--- src/rtl/irqv_pkg.sv ---
package irqv_pkg;
  localparam int unsigned SRC_N  = 7;
  localparam int unsigned CODE_W = $clog2(SRC_N + 1);
  typedef logic [CODE_W-1:0] code_t;
endpackage

--- src/rtl/irqv_flag_bank.sv ---
module irqv_flag_bank #(
  parameter int unsigned SRC_N = irqv_pkg::SRC_N
) (
  input  logic             clk,
  input  logic             rst_n,
  input  logic [SRC_N-1:0] set_i,
  input  logic [SRC_N-1:0] clr_i,
  output logic [SRC_N-1:0] flags_o
);
  logic [SRC_N-1:0] flags_q;

  for (genvar g = 0; g < SRC_N; g++) begin : g_flag
    // set has priority over a clearing read on the same bit
    always_ff @(posedge clk or negedge rst_n) begin
      if (!rst_n) flags_q[g] <= 1'b0;
      else if (set_i[g]) flags_q[g] <= 1'b1;
      else if (clr_i[g]) flags_q[g] <= 1'b0;
    end

    AST_SET_WINS: assert property (@(posedge clk) disable iff (!rst_n)
      set_i[g] |=> flags_q[g]);

    AST_HOLD_UNLESS_CLR: assert property (@(posedge clk) disable iff (!rst_n)
      (flags_q[g] && !clr_i[g]) |=> flags_q[g]);
  end

  assign flags_o = flags_q;
endmodule

--- src/rtl/irqv_prio_enc.sv ---
module irqv_prio_enc #(
  parameter int unsigned SRC_N  = irqv_pkg::SRC_N,
  parameter int unsigned CODE_W = irqv_pkg::CODE_W
) (
  input  logic [SRC_N-1:0]  act_i,
  output logic [CODE_W-1:0] code_o,
  output logic [SRC_N-1:0]  win_oh_o
);
  // scan from the lowest-priority bit up so the lowest index wins
  always_comb begin
    code_o   = '0;
    win_oh_o = '0;
    for (int i = SRC_N - 1; i >= 0; i--) begin
      if (act_i[i]) begin
        code_o      = CODE_W'(i + 1);
        win_oh_o    = '0;
        win_oh_o[i] = 1'b1;
      end
    end
  end

  always_comb begin
    AST_WIN_ONEHOT: assert ($onehot0(win_oh_o));
  end
endmodule

--- src/rtl/irqv_req_gen.sv ---
module irqv_req_gen (
  input  logic clk,
  input  logic rst_n,
  input  logic any_i,
  input  logic clr_rd_i,
  output logic irq_o
);
  logic any_prev_q;
  logic clr_done_q;

  always_ff @(posedge clk or negedge rst_n) begin
    if (!rst_n) begin
      any_prev_q <= 1'b0;
      clr_done_q <= 1'b0;
    end else begin
      any_prev_q <= any_i;
      clr_done_q <= clr_rd_i;
    end
  end

  assign irq_o = any_i && (!any_prev_q || clr_done_q);

  AST_FIRST_PEND: assert property (@(posedge clk) disable iff (!rst_n)
    !any_i |=> (!any_i || irq_o));

  AST_AFTER_CLEAR: assert property (@(posedge clk) disable iff (!rst_n)
    clr_rd_i |=> (!any_i || irq_o));
endmodule

--- src/rtl/irq_vector_reg.sv ---
module irq_vector_reg #(
  parameter int unsigned          ADDR_W   = 6,
  parameter logic [ADDR_W-1:0]    VEC_ADDR = 6'h0A,
  parameter int unsigned          DATA_W   = 32,
  parameter int unsigned          SRC_N    = irqv_pkg::SRC_N
) (
  input  logic              clk,
  input  logic              rst_n,
  input  logic [SRC_N-1:0]  evt_set_i,
  input  logic [SRC_N-1:0]  en_mask_i,
  input  logic              rd_en_i,
  input  logic [ADDR_W-1:0] rd_addr_i,
  output logic [DATA_W-1:0] rd_data_o,
  output logic              irq_o
);
  localparam int unsigned CODE_W = $clog2(SRC_N + 1);

  logic [SRC_N-1:0]  flags;
  logic [SRC_N-1:0]  active;
  logic [SRC_N-1:0]  win_oh;
  logic [SRC_N-1:0]  clr_vec;
  logic [CODE_W-1:0] code;
  logic              hit;
  logic              clr_rd;

  assign hit     = rd_en_i && (rd_addr_i == VEC_ADDR);
  assign active  = flags & en_mask_i;
  assign clr_vec = hit ? win_oh : '0;
  assign clr_rd  = hit && (code != '0);

  irqv_flag_bank #(.SRC_N(SRC_N)) u_flags (
    .clk     (clk),
    .rst_n   (rst_n),
    .set_i   (evt_set_i),
    .clr_i   (clr_vec),
    .flags_o (flags)
  );

  irqv_prio_enc #(.SRC_N(SRC_N), .CODE_W(CODE_W)) u_prio (
    .act_i    (active),
    .code_o   (code),
    .win_oh_o (win_oh)
  );

  irqv_req_gen u_req (
    .clk      (clk),
    .rst_n    (rst_n),
    .any_i    (|active),
    .clr_rd_i (clr_rd),
    .irq_o    (irq_o)
  );

  assign rd_data_o = hit ? DATA_W'(code) : '0;

  AST_STRAY_NO_SIDE: assert property (@(posedge clk) disable iff (!rst_n)
    (rd_en_i && !hit && (evt_set_i == '0)) |=> $stable(flags));

  AST_MASKED_SILENT: assert property (@(posedge clk) disable iff (!rst_n)
    (active == '0) |-> !irq_o);
endmodule

--- config.mk ---
export PLATFORM = sky130hd
export DESIGN_NAME = irq_vector_reg
export DESIGN_NICKNAME = d
export VERILOG_FILES = /design/src/rtl/irqv_pkg.sv /design/src/rtl/irqv_flag_bank.sv /design/src/rtl/irqv_prio_enc.sv /design/src/rtl/irqv_req_gen.sv /design/src/rtl/irq_vector_reg.sv
export SDC_FILE = /design/constraint.sdc
export NUM_CORES = 1
export LEC_CHECK = 0
export ABC_AREA = 0
export CAP_MARGIN = 20
export CORE_MARGIN = 2
export CORE_UTILIZATION = 34
export DETAILED_ROUTE_END_ITERATION = 6
export GPL_TIMING_DRIVEN = 0
export PLACE_DENSITY = 0.83
export SYNTH_ARGS = -nofsm -noshare
export SYNTH_HDL_FRONTEND = slang
export SYNTH_SLANG_ARGS = --single-unit
--- constraint.sdc ---
create_clock -name clk -period 4 [get_ports clk]
set_input_delay 0.8 -clock clk [delete_from_list [all_inputs] [get_ports clk]]
set_output_delay 0.8 -clock clk [all_outputs]
set_load 0.02 [all_outputs]
==> summary.md <==
| Metric | Value |
|---|---|
| Peak VDD IR | 159 uV |
| Clock sink count | 9 |
| Via density | 4.14 |
| Initial antenna violation count | 0 |
| Yosys warns | 0 |
| Die ar. | 2410 um^2 |
| Final Hold Violating Endpoints | 0 |
| First-pass GRT wire length | 2440 um |
| FMAX | 283 MHz |
| Root buf cell | clkbuf_4 |
| Antenna-violating nets left | 0 |
| Ant diodes | 0 |
| Final Max Slew Viols | 0 |
| Router iterations before antenna repair | 5 |
| Post-synthesis register bit count | 9 |
| Delay-heaviest family, CP | buffers and inverters |
| Vias in the first global route | 609 |
| Final TNS setup | 0 ps |
| Clock power share | 30.4% |
| Most frequent cells in the layout | 29 x buf_4, 29 x conb_1, 26 x clkdlybuf4s50_1 |
| Effective utilization at floorplan | 35.6% |
| Critical Path RT | 3200 ps |
| Final instance count without filler cells | 165 |
| Max FO, Critical Path | 5 |
| Global route overflow | 0 |
| LEAKAGE | 0.537 nW |
| Area Growth Syn to Fin | 61.6% |
| Seq pwr share | 37.1% |
| TritonCTS buffer count | 3 |
| HP Class | register to register |
| Rows | 16 |
| Avg WL per Cell | 8.95 um |
| Status | finished clean |
| Initial DRC count | 14 |
| Critical path arrival | 2730 ps |
| Largest net degree at the start of global routing | 10 |
| Postcts setup bufs | 0 |
| Sequential share of the synthesized area | 32.6% |
| Critical-path top delay cell | clkdlybuf4s50_1 |
| Mapped Area | 691 um^2 |
| Sw power | 0.0000750 W |
| Clock-pin slew on the worst setup and hold paths | 60 ps |
| Die Span Y | 49.1 um |
| Total number of vias | 683 |
| Unrepaired setup endpoints after global routing | false |
| Final Skew | 5.17 ps |
| Part of the power in combinational logic | 32.6% |
| Layout cells sized above 1 | 24.6% |
| Hold_buf cts | 0 |
| Tcrit/Tclk final | 88.3% |
| PortBufs | 26 |
| Fin crit period | 3530 ps |
| Crit-path max cell delay | 620 ps |
| Crit. End Element | output port |
| Sw Ratio | 30.5% |
| Clock buffer depth | 2 |
| CTS tree | yes |
| Core box area | 1940 um^2 |
| # IOs | 56 |
| Layout Nets | 162 |
| Avg Cell Area, Syn | 8.63 um^2 |
| # resized after CTS | 0 |
| Total wire length | 1480 um |
| GRT Total Usage | 13.1% |
| Startpoint types | input port |
| Placed cells | 161 |
| Post-route DRC | 0 |
| Number of distinct library cells after synthesis | 20 |
| Critical path, cell by cell | clkdlybuf4s50_1, a222oi_1, and3_2, nor2b_1, clkdlybuf4s50_1 |
| Detailed Place HPWL | 1270 um |
| Cell Int Power | 0.000171 W |
| Die width | 49.1 um |
| GPL Wtd Cong | 0.770 |
| Critical Setup Path Class | input port to output port |
| MaxCap Viol Count | 0 |
| Final setup violation count | 0 |
| Final core utilization | 57.5% |
| H-tree depth | 1 |
| Pwr per Cell Area | 221 nW/um^2 |
| Crit path top cell by count | clkdlybuf4s50_1 |
| Clock Latency Late Sink | 270 ps |
| Buf/Inv on CP | 2 |
| Mapped Cells | 80 |
worst paths after layout:
| path | startpoint | end | depth (start not counted) | slack (ps) |
|---|---|---|---|---|
| hold / removal | u_flags.flags_o[5]$_DFFE_PN0P_ | u_flags.flags_o[5]$_DFFE_PN0P_ | 1 | 500 |
| min in group asynchronous | rst_n | u_flags.flags_o[1]$_DFFE_PN0P_ | 1 | 830 |
| hold reg to reg | u_flags.flags_o[5]$_DFFE_PN0P_ | u_flags.flags_o[5]$_DFFE_PN0P_ | 1 | 500 |
| setup reg to reg | u_flags.flags_o[0]$_DFFE_PN0P_ | u_flags.flags_o[6]$_DFFE_PN0P_ | 4 | 2490 |
| setup / recovery | en_mask_i[2] | rd_data_o[2] | 5 | 470 |
| max in group asynchronous | rst_n | u_flags.flags_o[6]$_DFFE_PN0P_ | 1 | 2880 |
synthesized netlist by cell type:
| cell | count | area share (%) |
|---|---|---|
| and3_1 | 1 | 0.91 |
| nand4_1 | 2 | 1.8 |
| a31oi_1 | 1 | 0.91 |
| a32o_1 | 1 | 1.4 |
| dfrtp_1 | 9 | 33 |
| and2_1 | 2 | 1.8 |
| nor2b_1 | 1 | 0.91 |
| buf_4 | 29 | 32 |
| and4bb_2 | 1 | 1.8 |
| nor3b_1 | 1 | 1.1 |
| a21oi_1 | 1 | 0.72 |
| nand3_1 | 5 | 3.6 |
| a21o_1 | 7 | 7.6 |
| conb_1 | 1 | 0.54 |
| nor2_1 | 2 | 1.1 |
| a22oi_1 | 1 | 1.1 |
| and3_2 | 1 | 1.1 |
| inv_1 | 2 | 1.1 |
| nand2_1 | 10 | 5.4 |
| a222oi_1 | 2 | 2.9 |
layout make-up:
type / count / area [um^2]
fill: 170 / 826
multi-input combinational: 68 / 345
timing repair buffer: 26 / 260
sequential: 9 / 225
buffer: 29 / 218
tap: 27 / 33.8
clock buffer: 4 / 26.3
inverter: 2 / 7.51
routing by layer:
metal	track usage [%]	share of wire, %	vias up
li1	-	-	334
met1	12.5	33	298
met2	26.4	55	48
met3	2.45	10	3
met4	5.71	1.5	0
met5	0	0	-
flip-flops by register name, indices dropped and copies added (netlist names):
register and flops:
u_req.any_prev_q 1, u_flags.flags_o 7, u_req.clr_done_q 1
worst reg2reg max path: stages, from the launching register on:
cell and delay [ps]:
dfrtp_1 400, a222oi_1 400, and3_2 290, nand4_1 110
a21o_1 200
power groups by stage:
stage	registers (W)	logic (W)	clock network, W
CTS	0.0000913	0.0000792	0.0000741
floorplan	0.0000930	0.0000523	0
global route	0.0000913	0.0000864	0.0000791
global placement	0.0000930	0.0000783	0
finish	0.0000913	0.0000802	0.0000748
detailed placement	0.0000930	0.0000792	0
through the flow:
stage                     instance area, um^2  power (W)  hold WS (ps)  worst slack, ps
after floorplan                           796   0.000145           449             1500
after global placement                   1090   0.000171           460              508
after detailed placement                 1090   0.000172           495              517
after CTS                                1120   0.000245           508              487
after global routing                     1120   0.000257           529              375
final                                    1120   0.000246           502              470
logic make-up after synthesis:
group / synth area share, %
and+or+nand+nor: 19.6
buffers and inverters: 32.6
DFF: 32.6
AOI/OAI and AO/OA: 14.7
other: 0.543
(Power assumes the default switching activity.)
